$ cat config.mk
export PLATFORM = sky130hd
export DESIGN_NAME = svc_status_top
export DESIGN_NICKNAME = d
export VERILOG_FILES = /design/src/rtl/svc_pkg.sv /design/src/rtl/svc_mask_summary.sv /design/src/rtl/svc_byte_builder.sv /design/src/rtl/svc_request_ctrl.sv /design/src/rtl/svc_status_top.sv
export SDC_FILE = /design/constraint.sdc
export NUM_CORES = 1
export LEC_CHECK = 0
export BUFFER_PORTS_ARGS = -buffer_cell sky130_fd_sc_hd__buf_2
export CAP_MARGIN = 20
export CORE_MARGIN = 2
export CORE_UTILIZATION = 39
export CTS_CLUSTER_DIAMETER = 100
export DETAILED_ROUTE_END_ITERATION = 16
export PLACE_DENSITY = 0.86
export SKIP_CTS_REPAIR_TIMING = 1
export SYNTH_ARGS = -nofsm -noshare
export SYNTH_HDL_FRONTEND = slang
export SYNTH_SLANG_ARGS = --single-unit
$ cat constraint.sdc
create_clock -name clk -period 1.3 [get_ports clk]
set_input_delay 0.26 -clock clk [delete_from_list [all_inputs] [get_ports clk]]
set_output_delay 0.26 -clock clk [all_outputs]
set_load 0.05 [all_outputs]
$ cat src/rtl/svc_pkg.sv
package svc_pkg;
    localparam int SB_W     = 8;
    localparam int POS_RDY  = 0;
    localparam int POS_RSV  = 1;
    localparam int POS_ERR  = 2;
    localparam int POS_QST  = 3;
    localparam int POS_MAV  = 4;
    localparam int POS_ESB  = 5;
    localparam int POS_SVC  = 6;
    localparam int POS_OPS  = 7;
    localparam logic [SB_W-1:0] SVC_MASK = SB_W'(1) << POS_SVC;

    typedef struct packed {
        logic [SB_W-1:0] sre;
        logic            rqs;
        logic            mss_prev;
        logic [SB_W-1:0] qry;
        logic [SB_W-1:0] poll;
    } ctrl_state_t;
endpackage

$ cat src/rtl/svc_mask_summary.sv
module svc_mask_summary #(
    parameter int W = 8
) (
    input  logic [W-1:0] flags_i,
    input  logic [W-1:0] mask_i,
    output logic         hit_o
);
    logic [W-1:0] masked;
    logic         any_d;

    for (genvar g = 0; g < W; g++) begin : g_and
        assign masked[g] = flags_i[g] & mask_i[g];
    end

    always_comb begin
        any_d = 1'b0;
        for (int k = 0; k < W; k++) begin
            any_d = any_d | masked[k];
        end
    end

    assign hit_o = any_d;
endmodule

$ cat src/rtl/svc_byte_builder.sv
module svc_byte_builder
    import svc_pkg::*;
#(
    parameter int EVT_W = 8,
    parameter int RDY_W = 8
) (
    input  logic             op_sum_i,
    input  logic [EVT_W-1:0] evt_reg_i,
    input  logic [EVT_W-1:0] evt_en_i,
    input  logic             rsp_pending_i,
    input  logic             err_pending_i,
    input  logic [RDY_W-1:0] rdy_reg_i,
    input  logic [RDY_W-1:0] rdy_en_i,
    output logic [SB_W-1:0]  base_o
);
    logic esb_hit;
    logic rdy_hit;

    svc_mask_summary #(.W(EVT_W)) u_evt_sum (
        .flags_i (evt_reg_i),
        .mask_i  (evt_en_i),
        .hit_o   (esb_hit)
    );

    svc_mask_summary #(.W(RDY_W)) u_rdy_sum (
        .flags_i (rdy_reg_i),
        .mask_i  (rdy_en_i),
        .hit_o   (rdy_hit)
    );

    always_comb begin
        base_o          = '0;
        base_o[POS_OPS] = op_sum_i;
        base_o[POS_ESB] = esb_hit;
        base_o[POS_MAV] = rsp_pending_i;
        base_o[POS_ERR] = err_pending_i;
        base_o[POS_RDY] = rdy_hit;
    end

    // an unmasked event flag alone can never raise the event summary
    always_comb begin
        a_r3_esb_needs_enable: assert ((evt_en_i != '0) || !base_o[POS_ESB]);
    end
endmodule

$ cat src/rtl/svc_request_ctrl.sv
module svc_request_ctrl
    import svc_pkg::*;
(
    input  logic            clk,
    input  logic            rst,
    input  logic [SB_W-1:0] base_i,
    input  logic            sre_wr_i,
    input  logic [SB_W-1:0] sre_wdata_i,
    input  logic            qry_rd_i,
    input  logic            poll_rd_i,
    output logic [SB_W-1:0] qry_data_o,
    output logic [SB_W-1:0] poll_data_o,
    output logic            srq_o
);
    ctrl_state_t st_q, st_d;
    logic        mss;
    logic        mss_rise;

    always_comb begin
        st_d     = st_q;
        mss      = |(base_i & st_q.sre & ~SVC_MASK);
        mss_rise = mss & ~st_q.mss_prev;

        st_d.mss_prev = mss;
        if (sre_wr_i) begin
            st_d.sre = sre_wdata_i & ~SVC_MASK;
        end
        if (st_q.rqs) begin
            st_d.rqs = ~poll_rd_i;
        end else begin
            st_d.rqs = mss_rise;
        end
        if (qry_rd_i) begin
            st_d.qry          = base_i;
            st_d.qry[POS_SVC] = mss;
        end
        if (poll_rd_i) begin
            st_d.poll          = base_i;
            st_d.poll[POS_SVC] = st_q.rqs;
        end
    end

    always_ff @(posedge clk) begin
        if (rst) begin
            st_q <= '0;
        end else begin
            st_q <= st_d;
        end
    end

    assign qry_data_o  = st_q.qry;
    assign poll_data_o = st_q.poll;
    assign srq_o       = st_q.rqs;

    a_r6_srq_follows_summary: assert property (@(posedge clk) disable iff (rst)
        $rose(srq_o) |-> $past(mss));
    a_r7_poll_drops_srq: assert property (@(posedge clk) disable iff (rst)
        (poll_rd_i && srq_o) |=> !srq_o);
    a_r8_srq_holds_until_poll: assert property (@(posedge clk) disable iff (rst)
        (srq_o && !poll_rd_i) |=> srq_o);
    a_r5_query_bit6_live: assert property (@(posedge clk) disable iff (rst)
        qry_rd_i |=> (qry_data_o[POS_SVC] == $past(mss)));
    a_r7_poll_bit6_flag: assert property (@(posedge clk) disable iff (rst)
        poll_rd_i |=> (poll_data_o[POS_SVC] == $past(srq_o)));
endmodule

$ cat src/rtl/svc_status_top.sv
module svc_status_top
    import svc_pkg::*;
#(
    parameter int EVT_W = 8,
    parameter int RDY_W = 8
) (
    input  logic             clk,
    input  logic             rst,
    input  logic             op_sum_i,
    input  logic [EVT_W-1:0] evt_reg_i,
    input  logic [EVT_W-1:0] evt_en_i,
    input  logic             rsp_pending_i,
    input  logic             err_pending_i,
    input  logic [RDY_W-1:0] rdy_reg_i,
    input  logic [RDY_W-1:0] rdy_en_i,
    input  logic             sre_wr_i,
    input  logic [7:0]       sre_wdata_i,
    input  logic             qry_rd_i,
    input  logic             poll_rd_i,
    output logic [7:0]       qry_data_o,
    output logic [7:0]       poll_data_o,
    output logic             srq_o
);
    logic [SB_W-1:0] base_status;

    svc_byte_builder #(.EVT_W(EVT_W), .RDY_W(RDY_W)) u_build (
        .op_sum_i      (op_sum_i),
        .evt_reg_i     (evt_reg_i),
        .evt_en_i      (evt_en_i),
        .rsp_pending_i (rsp_pending_i),
        .err_pending_i (err_pending_i),
        .rdy_reg_i     (rdy_reg_i),
        .rdy_en_i      (rdy_en_i),
        .base_o        (base_status)
    );

    svc_request_ctrl u_ctrl (
        .clk         (clk),
        .rst         (rst),
        .base_i      (base_status),
        .sre_wr_i    (sre_wr_i),
        .sre_wdata_i (sre_wdata_i),
        .qry_rd_i    (qry_rd_i),
        .poll_rd_i   (poll_rd_i),
        .qry_data_o  (qry_data_o),
        .poll_data_o (poll_data_o),
        .srq_o       (srq_o)
    );

    a_r2_reserved_zero: assert property (@(posedge clk) disable iff (rst)
        !qry_data_o[POS_QST] && !qry_data_o[POS_RSV]
        && !poll_data_o[POS_QST] && !poll_data_o[POS_RSV]);
    a_r9_paths_agree: assert property (@(posedge clk) disable iff (rst)
        (qry_rd_i && poll_rd_i) |=> ((qry_data_o & ~SVC_MASK) == (poll_data_o & ~SVC_MASK)));
    a_r10_reset_clears: assert property (@(posedge clk)
        $past(rst) |-> (!srq_o && qry_data_o == 8'h00 && poll_data_o == 8'h00));
endmodule

==> impl_metrics.toml, run 1 <==
[finish]
num_antenna_cells = 0
fin_util_pct = 50.6
syn_to_final_growth_pct = 24.6
fin_area_um2 = 1110
drive_above_1_share_pct = 45.7
nNetsFinal = 187

[clock_tree]
cts_buffer_depth = 2
insertion_delay_ns = 0.30
cts_root_buf = "clkbuf_4"
tritoncts = "done"
clock-sinks = 19
cts_buffers = 3
cts-htree-levels = 1
path_clk_slew_ns = 0.12

[routing]
vias_per_cell = 4.90
drtIter0Drc = 22
wl_per_cell_um = 11.9
wl_mm = 1.97
dr_total_vias = 813
drt_first_pass_iters = 4
drc_errors = 0
drtAntennaViolNets = 0

[worst_setup_path]
crit_path_top_delay_cell = "dfxtp_1"
critPathMaxStageDelay_ns = 0.36
cp_top_family = "flip-flops"
worstSetupPathType = "flop to output pin"
required_ns = 1.04
worst-path-buf-inv = 1
path_cells = "buf_2"
rrSetupSlack_ns = 0.17
worstPathArrival_ns = 0.92
startpoint_type = "flop"
startpoint = "u_ctrl.poll_data_o[2]"
crit_fanout = 2
cp-end-kind = "output pin"
r2r_start = "u_ctrl.st_q[20]"

[pwr]
total_power_w = 0.00129
power_density_nw_per_um2 = 1160
p_leak_nw = 0.580
irDropWorstVdd_uv = 636

[grt]
globalRouteTotalUtil_pct = 14.7
antenna_found_initial = 0
grt_max_degree = 20
grt_pass1_wl_mm = 2.98
overflow = 0
grt_pass1_vias = 716

[yosys]
synth_ff_type = "dfxtp_1"
synth_top_area_share_pct = 42.8
synth_xor_area_share_pct = 0
synth_area_um2 = 890
synthSimpleGateAreaFrac_pct = 10.5
syn_area_per_cell_um2 = 9.36
synth_fa_ha_area_share_pct = 0
synth_compound_area_share_pct = 16.6
async_reset_ff_share_pct = 0
synthCells = 95
synth_top_cells_by_count = "dfxtp_1 (19), nor2_1 (18), buf_4 (16), mux2i_1 (11), a22oi_1 (8)"
synth_seq_cells = 19
synth_enable_flop_cells = 0
ys_seq_area_share_pct = 42.8
synth.area.mux_share_pct = 12.4
synth_top_cell_by_area = "dfxtp_1"
yosys-top-cells-area = "dfxtp_1 (43%), buf_4 (14%), mux2i_1 (12%), nor2_1 (7.6%), a22oi_1 (6.8%)"
synth-warning-count = 0
synth_most_common_cell = "dfxtp_1"
synth_top_family_by_area = "buffers and inverters"
synth.distinct_cells = 20

[placement]
port_buffers = 57
hpwlAfterDp_mm = 1.62
gp_congestion = 0.638
postPlaceCellArea_um2 = 1080

[job]
cap_violations = 0

[floorplan]
dieHeight_um = 51.8
row_count = 17
top_level_ports = 65
die_w_um = 51.8
dieArea_um2 = 2680
initial_core_util_pct = 40.6
coreArea_um2 = 2190

[min_path]
hp-class = "primary input to flop"
min_from = "sre_wdata_i[5]"

[timing]
drv_slew = 0
period_share_pct = 91.0
layout_min_cycle_time_ns = 1.18
fin_skew_ns = 0.0112
rsz0062_at_grt = "no"
clock.fmax_mhz = 845
setup_violations = 0
hold_violations = 0
timing.hold.ws_ns = 0.190
fin_setup_tns_ns = 0

[status]
status = "finished, final reports clean"
final timing paths:
path	endpoint	cells after the start
max	poll_data_o[2]	1
min	u_ctrl.st_q[23]	3
max reg2reg	u_ctrl.qry_data_o[6]	3
min reg2reg	u_ctrl.qry_data_o[2]	2
metrics by stage:
stage / setup slack, ns / cells
after floorplan: 0.113 / 98
after global placement: 0.114 / 162
after detailed placement: 0.0702 / 162
after CTS: 0.108 / 166
after global routing: 0.0688 / 166
final: 0.116 / 166
routing by layer:
layer	vias up	wire [um]	global-route usage [%]
li1	399	-	-
met1	380	782	15.8
met2	30	1040	25.9
met3	4	122	6.03
met4	0	24	4.82
met5	-	0	0
cell type report:
| class | instances | area, um2 |
|---|---|---|
| Multi-Input combinational cell | 55 | 367 |
| Fill cell | 194 | 1080 |
| Tap cell | 28 | 35.0 |
| Clock inverter | 1 | 7.51 |
| Sequential cell | 19 | 380 |
| Clock buffer | 3 | 22.5 |
| Inverter | 3 | 11.3 |
| Timing Repair Buffer | 57 | 285 |
power by group:
part | leakage [nW] | internal (W) | switching (W)
Combinational | 0.408 | 0.000119 | 0.000224
Sequential | 0.157 | 0.000624 | 0.0000187
Clock | 0.0139 | 0.000117 | 0.000187
flip-flops by register name (all words and copies together), names as in the netlist:
name,cells
u_ctrl.poll_data_o,6
u_ctrl.qry_data_o,6
u_ctrl.srq_o,1
u_ctrl.st_q,6
cells by family (layout without fill, tap and decap cells):
logic type,after synthesis,in the layout
buf+inv,24,64
compound gates,19,19
simple gates,21,21
mux,11,11
flops,19,19
other cells,1,4
placed cells by master (no fill, tap or decap), drive strengths merged:
| master | netlist | layout |
|---|---|---|
| a211oi | 4 | 4 |
| dfxtp | 19 | 19 |
| a31oi | 1 | 1 |
| conb | 1 | 4 |
| buf | 20 | 57 |
| a22oi | 8 | 8 |
| a222oi | 1 | 1 |
| inv | 3 | 3 |
| a21oi | 2 | 2 |
| nand2b | 1 | 1 |
| nor2 | 18 | 18 |
| and4 | 2 | 2 |
| a311oi | 1 | 1 |
| mux2i | 11 | 11 |
| clkbuf | 1 | 3 |
| a211o | 1 | 1 |
| clkinvlp | 0 | 1 |
| o21a | 1 | 1 |
Power figures use the tool's default switching activity.
==> run 2, diff against run 1 <==
CAP_MARGIN = 40   (was 20)
REMOVE_ABC_BUFFERS = 1   (was default)
==> impl_metrics.toml, run 2 (synthesis results as in run 1) <==
[status]
status = "finished, final reports clean"

[worst_setup_path]
crit_path_top_delay_cell = "dfxtp_1"
worstPathArrival_ns = 0.92
critPathMaxStageDelay_ns = 0.35
startpoint_type = "flop"
cp-end-kind = "output pin"
r2r_cells = 3
required_ns = 1.04
worstSetupPathType = "flop to output pin"
r2r_end = "u_ctrl.qry_data_o[6]"
path_cells = "buf_2"
cp_top_family = "flip-flops"
worst-path-buf-inv = 1
crit_fanout = 2
r2r_start = "u_ctrl.st_q[20]"
rrSetupSlack_ns = 0.16

[clock_tree]
cts-htree-levels = 1
cts_buffers = 3
path_clk_slew_ns = 0.11
cts_buffer_depth = 2
cts_root_buf = "clkbuf_4"
tritoncts = "done"
clock-sinks = 19
insertion_delay_ns = 0.30

[routing]
wl_per_cell_um = 11.8
drtIter0Drc = 8
wl_mm = 1.95
drt_first_pass_iters = 4
dr_total_vias = 784
drtAntennaViolNets = 0
vias_per_cell = 4.72
drc_errors = 0

[pwr]
total_power_w = 0.00129
p_leak_nw = 0.581
irDropWorstVdd_uv = 477
power_density_nw_per_um2 = 1170

[timing]
fin_skew_ns = 0.00761
drv_slew = 0
hold_violations = 0
layout_min_cycle_time_ns = 1.18
fin_ws_ns = 0.122
setup_violations = 0
fin_setup_tns_ns = 0
period_share_pct = 90.6
clock.fmax_mhz = 849
rsz0062_at_grt = "no"

[min_path]
hp-class = "primary input to flop"
holdPathStages = 3
min_from = "sre_wdata_i[0]"
min_to = "u_ctrl.st_q[18]"

[placement]
dp_slack_ns = 0.0569
port_buffers = 57
gp_congestion = 0.661
hpwlAfterDp_mm = 1.65

[finish]
final_common_cell = "buf_2"
syn_to_final_growth_pct = 24.2
nNetsFinal = 187
layout_common_cells = "buf_2 (57), dfxtp_1 (19), nor2_1 (18), mux2i_1 (11), a22oi_1 (8)"
fin_util_pct = 50.4
num_antenna_cells = 0
drive_above_1_share_pct = 44.9

[floorplan]
initial_core_util_pct = 40.6
dieHeight_um = 51.8
die_w_um = 51.8
top_level_ports = 65
row_count = 17
dieArea_um2 = 2680
coreArea_um2 = 2190

[grt]
antenna_found_initial = 0
busiest_layer = "met2"
grtUsageMet3_pct = 2.87
grt_use_met2_pct = 30.3
grt_pass1_vias = 760
globalRouteTotalUtil_pct = 15.4
grt_pass1_wl_mm = 3.08
grt_max_degree = 20
grtUsageMet1_pct = 15.7
overflow = 0

[job]
cap_violations = 0
==> run 2: final cells by class <==
type	count	area (um2)
timing repair buffer	57	285
inverter	3	11.3
sequential	19	380
clock buffer	4	26.3
multi-input combinational	55	367
fill	210	1090
tap	28	35.0
==> run 2: metal layers <==
metal | wire (um) | vias up
li1 | - | 399
met1 | 723 | 364
met2 | 1140 | 18
met3 | 66 | 3
met4 | 23 | 0
met5 | 0 | -
==> run 2: worst max-delay path by stage <==
stage                     startpoint              endpoint  slack [ns]  cells after the start
2_1_floorplan           u_ctrl.srq_o          u_ctrl.srq_o        0.11                      3
3_3_place_gp           err_pending_i  u_ctrl.qry_data_o[6]        0.11                      4
6_report       u_ctrl.poll_data_o[6]        poll_data_o[6]        0.12                      1
4_1_cts        u_ctrl.poll_data_o[6]        poll_data_o[6]        0.12                      1
3_5_place_dp           err_pending_i  u_ctrl.qry_data_o[6]        0.06                      4
5_1_grt              u_ctrl.st_q[20]  u_ctrl.qry_data_o[6]        0.06                      3
==> run 2: through the flow <==
step | instances | hold slack, ns | instance area, um2
global route | 166 | 0.212 | 1100
finish | 166 | 0.200 | 1100
floorplan | 77 | 0.328 | 758
global placement | 162 | 0.464 | 1080
detailed placement | 162 | 0.483 | 1080
CTS | 166 | 0.206 | 1100
==> run 2: report_power, final <==
group,switching [W],internal [W]
logic,0.000223,0.000120
clock network,0.000182,0.000120
registers,0.0000189,0.000624
total,0.000424,0.000864
